<file path="config.mk">
export PLATFORM = sky130hd
export DESIGN_NAME = plc_datapath
export DESIGN_NICKNAME = d
export VERILOG_FILES = /design/src/rtl/plc_pkg.sv /design/src/rtl/plc_datapath.sv
export SDC_FILE = /design/constraint.sdc
export NUM_CORES = 1
export LEC_CHECK = 0
export BUFFER_PORTS_ARGS = -buffer_cell sky130_fd_sc_hd__buf_4
export CAP_MARGIN = 20
export CORE_ASPECT_RATIO = 1.5
export CORE_UTILIZATION = 52
export DETAILED_ROUTE_END_ITERATION = 10
export PLACE_DENSITY_LB_ADDON = 0.12
export REMOVE_ABC_BUFFERS = 1
export SYNTH_ARGS = -nofsm -noshare
export SYNTH_HDL_FRONTEND = slang
export SYNTH_SLANG_ARGS = --single-unit
</file>
<file path="constraint.sdc">
create_clock -name clk -period 2.24 [get_ports clk]
set_clock_uncertainty 0.1 [all_clocks]
set_input_delay 0.224 -clock clk [delete_from_list [all_inputs] [get_ports clk]]
set_output_delay 0.224 -clock clk [all_outputs]
set_load 0.005 [all_outputs]
</file>
<file path="src/rtl/plc_pkg.sv">
package plc_pkg;
  // Strobes from control to datapath and window, one set per clock edge
  typedef struct packed {
    logic seedShift;  // open loop: shift received bit into the register
    logic checkBit;   // closed loop: compare, count, advance on feedback
  } plcCtrl_t;
endpackage

</file>
<file path="src/rtl/plc_datapath.sv">
module plc_datapath
  import plc_pkg::*;
#(
  parameter int LFSR_LEN = 7,
  parameter int TAP_HI   = 7,
  parameter int TAP_LO   = 6,
  parameter int CNT_W    = 16
) (
  input  logic             clk,
  input  logic             rst,
  input  logic             rxBit,
  input  plcCtrl_t         ctrl,
  output logic             mismatch,
  output logic             seedNonZero,
  output logic             errStrobe,
  output logic [CNT_W-1:0] errCount
);
  localparam logic [CNT_W-1:0] CNT_MAX = '1;

  logic [LFSR_LEN-1:0] genState;
  logic                fbBit;

  // Stage 1 is bit 0 (newest), stage LFSR_LEN is the top bit (oldest)
  assign fbBit       = genState[TAP_HI-1] ^ genState[TAP_LO-1];
  assign mismatch    = ctrl.checkBit && (rxBit != fbBit);
  assign seedNonZero = ({genState[LFSR_LEN-2:0], rxBit} != '0);

  always_ff @(posedge clk) begin
    if (rst) begin
      genState <= '0;
    end else if (ctrl.seedShift) begin
      genState <= {genState[LFSR_LEN-2:0], rxBit};
    end else if (ctrl.checkBit) begin
      genState <= {genState[LFSR_LEN-2:0], fbBit};
    end
  end

  always_ff @(posedge clk) begin
    if (rst) begin
      errStrobe <= 1'b0;
    end else begin
      errStrobe <= mismatch;
    end
  end

  always_ff @(posedge clk) begin
    if (rst) begin
      errCount <= '0;
    end else if (mismatch && (errCount != CNT_MAX)) begin
      errCount <= errCount + CNT_W'(1);
    end
  end
endmodule

</file>
==> results.rst <==
.. list-table::
   :header-rows: 1

   * - Metric
     - Value
   * - Result of the run
     - completed
   * - Most common flop cell mapped by yosys
     - sky130_fd_sc_hd__dfxtp_1
   * - Level count of the clock H-tree
     - 1
   * - Wirelength, routed
     - 2495 um
   * - Synth unique cells
     - 31
   * - Via count
     - 1048
   * - WP data arrival
     - 1740 ps
   * - Cell count of the worst reg-to-reg path
     - 5
   * - Asr flop ratio synth
     - 0
   * - Number of flops mapped to enable cells by yosys
     - 0
   * - Worst IR Drop VDD
     - 0.5135 mV
   * - Worst min-delay path category
     - in -> reg
   * - Number of cells upsized or downsized after cts
     - 0
   * - Initial Utilization
     - 0.5591
   * - R2r setup slk
     - 270 ps
   * - Leakage dissipation
     - 0.0005249 uW
   * - Number of warnings printed during yosys synthesis
     - 0
   * - Total power
     - 804.7 uW
   * - Power density normalized to cell area
     - 579.4 mW/mm^2
   * - Pre-Repair DR Iteration Count
     - 4
   * - CTS hold repair buffers
     - 0
   * - Share of the yosys chip area belonging to registers
     - 0.4188
   * - Total congestion overflow
     - 0
   * - Ratio of cells with drive above 1 in the final layout
     - 0.2208
   * - CP Class
     - reg -> out
   * - Final hold violation count
     - 0
   * - Initial antenna violation count
     - 0
   * - Time the worst path needs with I/O delays and setup
     - 2061 ps
   * - Part of the total power dissipated in combinational logic
     - 0.063
   * - Post-synthesis instance area
     - 0.001147 sq mm
   * - Max frequency
     - 485.1 MHz
   * - Internal power
     - 635.9 uW
   * - Hold path startpoint
     - rxBit
   * - Synthesized area per cell
     - 8.758 sq um
   * - Post-layout nets
     - 161
   * - Critical path fanouts, max
     - 9
   * - RSZ-0062 raised after global routing
     - false
   * - Post-place setup slack
     - 293.8 ps
   * - Clock-pin transition on the worst setup and hold timing paths
     - 130 ps
   * - Sequential cell fraction of total power
     - 0.546
   * - Count of buffers added by post-CTS timing repair for setup
     - 0
   * - Sw Pwr
     - 168.8 uW
   * - Actual transition at the worst max-transition pin
     - 585.5 ps
   * - Clock Power Share
     - 0.391
   * - End point of the worst hold path
     - genState[0]
   * - Crit end category
     - primary output
   * - Drc violations
     - 0
   * - Total Negative Setup Slacks
     - 0 ps
   * - Antenna diode instance count
     - 0
   * - Via density per instance
     - 5.955
   * - Number of buffers inserted during clock tree synthesis
     - 3
   * - End of the worst register-to-register path
     - errCount[13]
   * - WHS
     - 77.42 ps
   * - 1st-iter DRT viols
     - 32
   * - Cells after synthesis
     - 131
   * - Area growth from synthesis to final layout
     - 21.05%
   * - DPL Wire Length
     - 1823 um
   * - Routability-driven placement congestion ratio
     - 0.7841
   * - Overall track demand over capacity in global routing
     - 0.2431
   * - Final worst-path cycle share
     - 0.9202
   * - IO Pins
     - 24
   * - Placement Rows
     - 20
   * - Clock root buffer
     - sky130_fd_sc_hd__clkbuf_4
   * - Drt wl/cell
     - 14.18 um
   * - First-pass GRT wire length
     - 4029 um
   * - Fillers
     - 184
   * - Max-cap viol count
     - 0
   * - Max-slew violation count
     - 0
   * - Number of sinks driven by the clock tree
     - 24
   * - Final setup margin
     - 178.7 ps
   * - Leading cell types in the layout, fill and taps excluded
     - sky130_fd_sc_hd__dfxtp_1, sky130_fd_sc_hd__buf_4, sky130_fd_sc_hd__nor2_1
   * - Final count of negative-setup-slack endpoints
     - 0
   * - Core Footprint
     - 0.002052 sq mm
   * - Number of global-route vias before repair
     - 967
   * - Floorplan die height
     - 59.53 um
   * - Die X
     - 40.36 um
   * - Hold depth
     - 3
   * - Worst slew slack as a fraction of its limit
     - 0.6046
   * - Total of flip-flops plus latches after synthesis
     - 24
   * - Clock latency on the worst-skew pair
     - 330 ps
   * - Data required time at the worst endpoint
     - 1920 ps
   * - Fraction of power spent switching nets
     - 0.2097
   * - Critical path startpoint category
     - register
   * - Clock tree from TritonCTS
     - built
   * - Largest net degree at the start of global routing
     - 29
   * - Die outline area
     - 0.002402 sq mm
   * - Number of buffers inserted by port buffering
     - 23
   * - Buffers from clock root to sink, at most
     - 2
   * - Post-route ant nets
     - 0
   * - RR Startpoint
     - genState[6]
## kinds of logic after synthesis
kind of cell,synth area share
fa+ha+maj,0.01090
flops,0.4188
simple gates,0.2530
compound gates,0.1570
buf+inv,0.02616
mux,0.02835
xor+xnor,0.1058
## power groups by stage
stage | registers (uW) | logic, uW | clock network (uW)
3_3_place_gp | 449 | 49.4 | 0
5_1_grt | 441 | 58.4 | 332
6_report | 439 | 51.0 | 314
3_5_place_dp | 449 | 51.0 | 0
2_1_floorplan | 448 | 21.1 | 0
4_1_cts | 440 | 51.6 | 318
## critical path, stage by stage, from the launching register on
cell and delay (ps):
sky130_fd_sc_hd__dfxtp_1 400, sky130_fd_sc_hd__xor3_2 490, sky130_fd_sc_hd__nand2_1 290, sky130_fd_sc_hd__inv_1 90
sky130_fd_sc_hd__buf_4 140
## metal layers
layer,global-route usage,part of all wire,vias up
li1,-,-,515
met1,0.2612,0.37,491
met2,0.4263,0.55,34
met3,0.03008,0.048,8
met4,0.1333,0.028,0
met5,0,0,-
## cell usage after synthesis (2+ instances only)
library cell | instances | area, sq um
sky130_fd_sc_hd__clkbuf_1 | 4 | 15.01
sky130_fd_sc_hd__and4_1 | 3 | 26.28
sky130_fd_sc_hd__inv_1 | 3 | 11.26
sky130_fd_sc_hd__o21ai_0 | 6 | 30.03
sky130_fd_sc_hd__nor3_1 | 4 | 20.02
sky130_fd_sc_hd__a21oi_1 | 11 | 55.05
sky130_fd_sc_hd__nand4_1 | 6 | 37.54
sky130_fd_sc_hd__nor2_1 | 22 | 82.58
sky130_fd_sc_hd__nand3_1 | 2 | 10.01
sky130_fd_sc_hd__a211oi_1 | 3 | 22.52
sky130_fd_sc_hd__nand2_1 | 12 | 45.04
sky130_fd_sc_hd__nor2b_1 | 2 | 12.51
sky130_fd_sc_hd__nor4_1 | 2 | 12.51
sky130_fd_sc_hd__xnor2_1 | 11 | 96.34
sky130_fd_sc_hd__dfxtp_1 | 24 | 480.5
## worst max path at each step
| stage | startpoint | to | slack, ps | cells after the start |
|---|---|---|---|---|
| after detailed placement | genState[6] | errCount[13] | 290 | 5 |
| after floorplan | genState[6] | errCount[13] | 400 | 5 |
| after CTS | genState[6] | mismatch | 190 | 4 |
| after global routing | genState[6] | mismatch | 100 | 4 |
| final | genState[6] | mismatch | 180 | 4 |
| after global placement | genState[6] | errCount[13] | 340 | 5 |
## metrics by stage
| step | util | instance area [sq um] | cells |
|---|---|---|---|
| floorplan | - | 1129 | 126 |
| global placement | 0.6512 | 1336 | 172 |
| detailed placement | 0.6512 | 1336 | 172 |
| CTS | 0.6768 | 1389 | 176 |
| global route | 0.6768 | 1389 | 176 |
| finish | 0.6768 | 1389 | 176 |
## registers in the layout, indices dropped and copies added, names as in the netlist
name and cells:
errStrobe 1, genState 7, errCount 16
## layout make-up
class | count | area (sq um) | share of cell area
multi-input combinational | 99 | 636.9 | 0.4586
sequential | 24 | 480.5 | 0.3459
timing repair buffer | 24 | 180.2 | 0.1297
clock inverter | 1 | 30.03 | 0.02162
tap | 22 | 27.53 | 0.01982
clock buffer | 3 | 22.52 | 0.01622
inverter | 3 | 11.26 | 0.008108
No activity file was read; power rests on OpenSTA's default activity.
